### config.mk
export PLATFORM = sky130hd
export DESIGN_NAME = hyst_cmp_bank
export DESIGN_NICKNAME = d
export VERILOG_FILES = /design/src/rtl/hyst_cmp_pkg.sv /design/src/rtl/hyst_rst_sync.sv /design/src/rtl/hyst_ref_bank.sv /design/src/rtl/hyst_fe_gate.sv /design/src/rtl/hyst_channel.sv /design/src/rtl/hyst_cmp_bank.sv
export SDC_FILE = /design/constraint.sdc
export NUM_CORES = 1
export LEC_CHECK = 0
export ABC_CLOCK_PERIOD_IN_PS = 8100
export BUFFER_PORTS_ARGS = -buffer_cell sky130_fd_sc_hd__buf_2
export CORE_MARGIN = 3
export CORE_UTILIZATION = 59
export DETAILED_ROUTE_END_ITERATION = 8
export PLACE_DENSITY = 0.86
export SLEW_MARGIN = 20
export SYNTH_ARGS = -nofsm -noshare
export SYNTH_HDL_FRONTEND = slang
export SYNTH_HIERARCHICAL = 1
export SYNTH_SLANG_ARGS = --single-unit
### constraint.sdc
create_clock -name clk -period 8.1 [get_ports clk]
set_input_delay 1.62 -clock clk [delete_from_list [all_inputs] [get_ports clk]]
set_output_delay 1.62 -clock clk [all_outputs]
set_load 0.01 [all_outputs]
### src/rtl/hyst_cmp_pkg.sv
package hyst_cmp_pkg;
  localparam int unsigned DATA_W_DEF    = 12;
  localparam int unsigned CH_PER_FE_DEF = 4;
  localparam int unsigned NUM_FE_DEF    = 2;

  typedef struct packed {
    logic cmp_on;
    logic dac_on;
  } fe_ctl_t;
endpackage

### src/rtl/hyst_rst_sync.sv
module hyst_rst_sync (
  input  logic clk,
  input  logic rst_n,
  output logic rst_sync_n
);
  logic stage_q;

  always_ff @(posedge clk or negedge rst_n) begin
    if (!rst_n) begin
      stage_q    <= 1'b0;
      rst_sync_n <= 1'b0;
    end else begin
      stage_q    <= 1'b1;
      rst_sync_n <= stage_q;
    end
  end
endmodule

### src/rtl/hyst_ref_bank.sv
module hyst_ref_bank #(
  parameter  int unsigned DW    = 12,
  parameter  int unsigned NREG  = 8,
  parameter  int unsigned NFE   = 2,
  parameter  int unsigned FE_ID = 0,
  localparam int unsigned IW    = $clog2(NREG),
  localparam int unsigned SW    = (NFE > 1) ? $clog2(NFE) : 1,
  localparam int unsigned AW    = SW + IW
) (
  input  logic               clk,
  input  logic               rst_n,
  input  logic               we,
  input  logic [AW-1:0]      addr,
  input  logic [DW-1:0]      wdata,
  output logic [NREG*DW-1:0] ref_flat
);
  localparam logic [SW-1:0] MY_SEL = SW'(FE_ID);

  logic bank_hit;

  always_comb begin
    bank_hit = we && (addr[AW-1:IW] == MY_SEL);
  end

  for (genvar r = 0; r < NREG; r++) begin : g_reg
    logic          wr_en;
    logic [DW-1:0] code_q;

    always_comb begin
      wr_en = bank_hit && (addr[IW-1:0] == IW'(r));
    end

    always_ff @(posedge clk or negedge rst_n) begin
      if (!rst_n) begin
        code_q <= '0;
      end else if (wr_en) begin
        code_q <= wdata;
      end
    end

    assign ref_flat[r*DW +: DW] = code_q;
  end
endmodule

### src/rtl/hyst_fe_gate.sv
module hyst_fe_gate
  import hyst_cmp_pkg::*;
#(
  parameter bit HAS_LOCAL_EN = 1'b0
) (
  input  fe_ctl_t seq_ctl,
  input  fe_ctl_t loc_en,
  output logic    act
);
  fe_ctl_t eff;

  always_comb begin
    eff.cmp_on = seq_ctl.cmp_on & (HAS_LOCAL_EN ? loc_en.cmp_on : 1'b1);
    eff.dac_on = seq_ctl.dac_on & (HAS_LOCAL_EN ? loc_en.dac_on : 1'b1);
    act        = eff.cmp_on & eff.dac_on;
  end
endmodule

### src/rtl/hyst_channel.sv
module hyst_channel #(
  parameter  int unsigned DW          = 12,
  parameter  int unsigned NREG        = 8,
  parameter  int unsigned CH_K        = 0,
  parameter  bit          TST_CAPABLE = 1'b0,
  localparam int unsigned IW          = $clog2(NREG)
) (
  input  logic               clk,
  input  logic               rst_n,
  input  logic [NREG*DW-1:0] ref_flat,
  input  logic [DW-1:0]      sample,
  input  logic               stb,
  input  logic               act,
  input  logic               tst,
  output logic               res
);
  logic          ovr;
  logic          upd;
  logic [IW-1:0] base_idx;
  logic [IW-1:0] sel_idx;
  logic [DW-1:0] ref_sel;
  logic          res_d;

  always_comb begin
    ovr      = TST_CAPABLE && tst;
    base_idx = ovr ? IW'(NREG - 2) : IW'(2 * CH_K);
    sel_idx  = base_idx | IW'(res);
    ref_sel  = ref_flat[int'(sel_idx) * DW +: DW];
    upd      = stb && act;
    res_d    = upd ? (sample >= ref_sel) : res;
  end

  always_ff @(posedge clk or negedge rst_n) begin
    if (!rst_n) begin
      res <= 1'b0;
    end else if (upd) begin
      res <= res_d;
    end
  end
endmodule

### src/rtl/hyst_cmp_bank.sv
module hyst_cmp_bank
  import hyst_cmp_pkg::*;
#(
  parameter  int unsigned DW   = DATA_W_DEF,
  parameter  int unsigned CPF  = CH_PER_FE_DEF,
  parameter  int unsigned NFE  = NUM_FE_DEF,
  localparam int unsigned NCH  = CPF * NFE,
  localparam int unsigned NREG = 2 * CPF,
  localparam int unsigned IW   = $clog2(NREG),
  localparam int unsigned SW   = (NFE > 1) ? $clog2(NFE) : 1,
  localparam int unsigned AW   = SW + IW
) (
  input  logic              clk,
  input  logic              rst_n,
  input  logic [NCH-1:0]    samp_strb,
  input  logic [NCH*DW-1:0] samp_data,
  input  logic              seq_cmp_on,
  input  logic              seq_dac_on,
  input  logic              fe2_cmp_en,
  input  logic              fe2_dac_en,
  input  logic              tst_ovr,
  input  logic              cfg_we,
  input  logic [AW-1:0]     cfg_addr,
  input  logic [DW-1:0]     cfg_wdata,
  output logic [NCH-1:0]    result
);
  logic     rst_sync_n;
  fe_ctl_t  seq_ctl;
  fe_ctl_t  loc_ctl;
  logic [NCH-1:0] res_q;

  hyst_rst_sync u_rst (
    .clk        (clk),
    .rst_n      (rst_n),
    .rst_sync_n (rst_sync_n)
  );

  always_comb begin
    seq_ctl.cmp_on = seq_cmp_on;
    seq_ctl.dac_on = seq_dac_on;
    loc_ctl.cmp_on = fe2_cmp_en;
    loc_ctl.dac_on = fe2_dac_en;
  end

  for (genvar f = 0; f < NFE; f++) begin : g_fe
    logic [NREG*DW-1:0] refs;
    logic               act;

    hyst_ref_bank #(
      .DW    (DW),
      .NREG  (NREG),
      .NFE   (NFE),
      .FE_ID (f)
    ) u_bank (
      .clk      (clk),
      .rst_n    (rst_sync_n),
      .we       (cfg_we),
      .addr     (cfg_addr),
      .wdata    (cfg_wdata),
      .ref_flat (refs)
    );

    hyst_fe_gate #(
      .HAS_LOCAL_EN (f != 0)
    ) u_gate (
      .seq_ctl (seq_ctl),
      .loc_en  (loc_ctl),
      .act     (act)
    );

    for (genvar k = 0; k < CPF; k++) begin : g_ch
      localparam int unsigned CH = f * CPF + k;

      hyst_channel #(
        .DW          (DW),
        .NREG        (NREG),
        .CH_K        (k),
        .TST_CAPABLE (f == 0)
      ) u_ch (
        .clk      (clk),
        .rst_n    (rst_sync_n),
        .ref_flat (refs),
        .sample   (samp_data[CH*DW +: DW]),
        .stb      (samp_strb[CH]),
        .act      (act),
        .tst      (tst_ovr),
        .res      (res_q[CH])
      );
    end
  end

  assign result = res_q;
endmodule

Word level (Yosys, flattened, before mapping). Index checks and enable logic that the tools add are counted. Widths: inputs -> output; s select.

Register bits after elaboration: 202. Latch bits: 0. Bits in writable memories: 0. ROM bits: 0. Output and inout bits: 8. Word-level logic and storage cells: 95. Memories: 0.

Add/sub/neg operators: 0. Multipliers: 8. Divide/modulo/power cells: 0. $lt $le $gt $ge: 8. Equality and inequality tests: 7. Shifts and indexed selects: 8. Multiplexer cells: 3. Bitwise operators: 8. Reductions and logical operators: 27.

Operator list (number): $shiftx 96x8->12 (8); $ge 12x12->1 (8); $mul 3x2->5 const B (6); $logic_and 1x1->1 (26); $eq 3x3->1 const B (4); $or 3x1->3 (3); $eq 3x2->1 const B (2); $mux 3 (2); $and 1x1->1 (4); $mul 2x2->4 const B (1); $eq 3x1->1 const B (1); $logic_not 3->1 (1); $mul 1x2->3 const B (1); $mux 2 (1); $not 1->1 (1).

Logic depth before layout (Yosys ltp).
Word-level depth: 5. Gate-level depth with buffers: 8. Depth with buffers taken out: 7.

Hierarchy. Netlist, hierarchy kept.

By module, submodules not included: hyst_ref_bank at g_fe[0].u_bank (instances 1, cells each 212, area each 3674.8 µm²); hyst_ref_bank at g_fe[1].u_bank (instances 1, cells each 213, area each 3627.2 µm²); hyst_channel at g_fe[0].g_ch[3].u_ch ... (instances 5, cells each 45, area each 417.9 µm²); hyst_channel at g_fe[0].g_ch[1].u_ch ... (instances 2, cells each 59, area each 621.8 µm²); hyst_channel at g_fe[0].g_ch[0].u_ch (instances 1, cells each 59, area each 663.1 µm²); hyst_rst_sync (instances 1, cells each 3, area each 53.8 µm²); hyst_fe_gate at g_fe[1].u_gate (instances 1, cells each 1, area each 8.8 µm²); hyst_fe_gate at g_fe[0].u_gate (instances 1, cells each 1, area each 6.3 µm²).

Worst setup path before layout. No wires, ideal clock.

Kind: input to register. Start: in tst_ovr. End: reg g_fe[0].g_ch[0].u_ch.res. Library setup time: 0.144 ns. Arrival: 3.033 ns. Data required time: 7.956 ns. Path slack: 4.923 ns. Stages: 8. Buffers on the path: 1. Cells stage by stage: buf_2 -> mux4_1 -> inv_1 -> ha_1 -> a21oi_1 -> nand2_1 -> a2111oi_0 -> o32ai_1.

Longest elaborated chain between the ends: 5.

RTL lines: start: declaration (RTL line hyst_cmp_bank.sv:21) `input logic tst_ovr,`; $mux 3 (RTL line hyst_channel.sv:26) `base_idx = ovr ? IW'(NREG - 2) : IW'(2 * CH_K);`; $or 3x1->3 (RTL line hyst_channel.sv:27) `sel_idx = base_idx | IW'(res);`; $mul 3x2->5 (RTL line hyst_channel.sv:28) `ref_sel = ref_flat[int'(sel_idx) * DW +: DW];`; $shiftx 96x8->12 (RTL line hyst_channel.sv:28); $ge 12x12->1 (RTL line hyst_channel.sv:30) `res_d = upd ? (sample >= ref_sel) : res;`; end signal: assignment (RTL line hyst_channel.sv:37) `res <= res_d;`; end: declaration (RTL line hyst_channel.sv:15) `output logic res`.

No other way between the ends. A chain may end at the register's enable or synchronous reset.

Worst setup path after layout. Same ends and word-level chain as after synthesis.

==> results by group <==
Outcome
  – Status: completed

Setup path
  – Worst-path fanout max: 36
  – Flop2flop setup slack: 5.31 ns
  – Path depth of the worst reg2reg path: 7
  – WP buf/inv: 2
  – Top delay family on crit path: compound AO/OA/AOI/OAI gates
  – Crit end category: flip-flop
  – Crit path launch type: input pin
  – Critical path data arrival time: 3.80 ns
  – CP cell instances: buf_2 -> mux4_1 -> inv_1 -> ha_1 -> a21oi_1 -> nand2_1 -> a2111oi_0 -> o32ai_1
  – Max stage delay on crit path: 0.62 ns
  – RR Endpoint: g_fe[0].g_ch[0].u_ch/res
  – WS Path Type: input pin to flip-flop
  – Critical Path RT: 8.46 ns
  – CP max-delay cell: buf_2
  – R2r startpoint: g_fe[0].g_ch[0].u_ch/res

STA
  – Tmin final: 3.44 ns
  – Final hold viol count: 0
  – Fin Setup TNS: 0 ns
  – Fmax: 291 MHz
  – Least-Margin Pin Slew: 1.10 ns
  – Final Worst Setup Slack: 4.66 ns
  – Final period util: 42.5%
  – Slew margin rel.: 26.5%
  – Setup Skew: 0.00511 ns
  – RSZ-0062 raised after global routing: no
  – Total setup violations reported at the end of the flow: 0
  – Pins Over Slew Limit: 0

Clock network
  – Clock buffer depth: 3
  – CTS buffer count: 22
  – Root Buffer Master: clkbuf_16
  – TritonCTS clock tree: done
  – Hold buffer count at cts: 0
  – Setup bufs post-CTS: 0
  – Reg clk slew, reported paths: 0.06 ns
  – Worst skew pair latency: 0.50 ns
  – H-Tree Depth: 1
  – Post-CTS resize count: 0
  – Clock Sinks: 202

GRT
  – Largest net degree at the start of global routing: 85
  – Total GRT Usage: 26.3%
  – Initial antenna violation count: 4
  – First-pass GRT wire length: 42.7 mm
  – Number of global-route vias before repair: 8067
  – GRT overflow: 0

Floorplanning
  – I/O pins: 136
  – # rows: 50
  – Width of the die: 145 um
  – Die Area: 21000 um2
  – Die height: 145 um
  – Core area: 18800 um2
  – Initial Utilization: 60.4%

Place
  – RePlAce Congestion: 0.918
  – Detail Placement HPWL: 19.1 mm
  – Port-buffer cells: 135
  – Area after DPL: 12200 um2
  – Pre-CTS setup slack: 4.21 ns

Synthesis
  – Largest family of logic cells by synthesized area: multiplexers
  – Post-synth ARST share: 100%
  – Syn Area/Cell: 13.7 um2
  – Seq/Total Area, Yosys: 44.5%
  – Simple-gate share of the synthesized area: 4.02%
  – Yosys reg bits: 202
  – Syn Nets: 1056
  – Netlist cell types: 42
  – XOR/XNOR share of the synthesized area: 0%
  – Synth Warn #: 6
  – Post-synthesis cell count: 832
  – Post-synthesis mux area share: 32.6%
  – Post-synth EDFFs: 0
  – Synth Area in Adders: 10.6%
  – Post-synthesis cell area: 11400 um2
  – Synth Area in Compound Gates: 5.26%
  – Ys flop type: dfrtp_1

Detailed routing
  – Final WL: 26.9 mm
  – Antenna-violating nets left: 0
  – Via count: 7491
  – DRT Pass-1 Iters: 4
  – Via density: 6.03
  – Residual DRC: 0
  – Iter 0 DRT Violations: 478
  – WL per Instance: 21.7 um

Run
  – Maxcap violations: 0

Power
  – Worst VDD drop: 0.157 mV
  – P_leak: 6.19 nW
  – PD cells: 289 nW/um2

Min path
  – Worst Hold End: u_rst/rst_sync_n
  – HP Class: flip-flop to flip-flop
  – Hold path depth: 0
  – Hold_sp: u_rst/stage_q

Layout
  – Layout cells sized above 1: 41.4%
  – Most frequent cells in the layout: dfrtp_1 (201), mux2_2 (182), buf_2 (135), ha_1 (96), mux2i_1 (57)
  – Area Overhead vs Synth: 14.1%
  – Most common cell after layout, fill and taps aside: dfrtp_1
  – Layout Nets: 1191
  – Finished layout cell area: 13000 um2
==> metal layers <==
metal	up-vias	wire length, um	share of wire [%]	global-route usage (%)
li1	3397	-	-	-
met1	3791	11300	42	35.3
met2	242	13100	49	44.3
met3	55	1820	6.8	4.63
met4	6	661	2.5	7.56
met5	-	34	0.13	0
==> sequential cells by signal, summed over array words and instances (netlist names) <==
signal,cells
u_rst/rst_sync_n,1
g_fe.u_bank/g.code_q,192
u_rst/stage_q,1
g_fe.g_ch.u_ch/res,8
==> cells by family (layout without fill, tap and decap cells) <==
group | count (synthesis) | count (layout)
AOI/OAI and AO/OA | 84 | 84
adders and majority gates | 96 | 96
buffers and inverters | 73 | 222
DFF | 202 | 202
muxes | 290 | 290
other | 1 | 2
and+or+nand+nor | 86 | 86
==> how the worst max path moves through the flow <==
stage	startpoint	to	cells after the start
3_3_place_gp	tst_ovr	g_fe[0].g_ch[2].u_ch/res	7
2_1_floorplan	u_rst/rst_sync_n	g_fe[0].g_ch[0].u_ch/res	0
3_5_place_dp	tst_ovr	g_fe[0].g_ch[2].u_ch/res	7
5_1_grt	tst_ovr	g_fe[0].g_ch[0].u_ch/res	8
4_1_cts	tst_ovr	g_fe[0].g_ch[0].u_ch/res	8
6_report	tst_ovr	g_fe[0].g_ch[0].u_ch/res	8
==> final cells by class <==
type | instances | area (um2)
Multi-Input combinational cell | 557 | 5980
Inverter | 46 | 173
Timing Repair Buffer | 138 | 702
Antenna cell | 1 | 2.50
Clock inverter | 8 | 73.8
Sequential cell | 202 | 5060
Clock buffer | 30 | 662
Tap cell | 260 | 325
Fill cell | 1317 | 5860
==> synth_stat cells, types with 2 or more instances <==
library cell | instances | area share [%]
a2111oi_2 | 5 | 0.66
a211oi_1 | 7 | 0.46
a211oi_2 | 5 | 0.55
a21oi_1 | 29 | 1.3
a41oi_1 | 6 | 0.46
buf_2 | 20 | 0.88
buf_6 | 6 | 0.59
dfrtp_1 | 202 | 44
ha_1 | 96 | 11
inv_1 | 46 | 1.5
mux2_1 | 5 | 0.50
mux2_2 | 182 | 18
mux2_4 | 10 | 1.3
mux2i_1 | 57 | 5.0
mux4_1 | 18 | 4.2
mux4_2 | 18 | 3.6
nand2_1 | 30 | 0.99
nand2b_1 | 2 | 0.11
nand3_1 | 2 | 0.088
nand3b_1 | 2 | 0.13
nand3b_4 | 2 | 0.35
nor2_1 | 26 | 0.86
nor2b_1 | 3 | 0.17
nor3_1 | 7 | 0.31
nor3b_2 | 3 | 0.33
o2111ai_1 | 5 | 0.39
o21ai_0 | 7 | 0.31
o21ai_1 | 10 | 0.44
o31ai_1 | 5 | 0.33
o41ai_1 | 2 | 0.15
or3_4 | 3 | 0.30
==> power breakdown <==
group / internal [mW] / switching (mW)
registers: 1.25 / 0.301
logic: 0.686 / 0.516
clock network: 0.602 / 0.396
==> metrics by stage <==
| step | util (%) | power [mW] | cells | hold WS [ns] |
|---|---|---|---|---|
| floorplan | - | 2.40 | 832 | 0.331 |
| global placement | 64.9 | 2.68 | 1203 | 0.343 |
| detailed placement | 64.9 | 2.76 | 1203 | 0.339 |
| CTS | 68.8 | 3.77 | 1241 | 0.358 |
| global route | 68.9 | 4.00 | 1242 | 0.361 |
| finish | 68.9 | 3.75 | 1242 | 0.355 |
No activity file was read; power rests on OpenSTA's default activity.
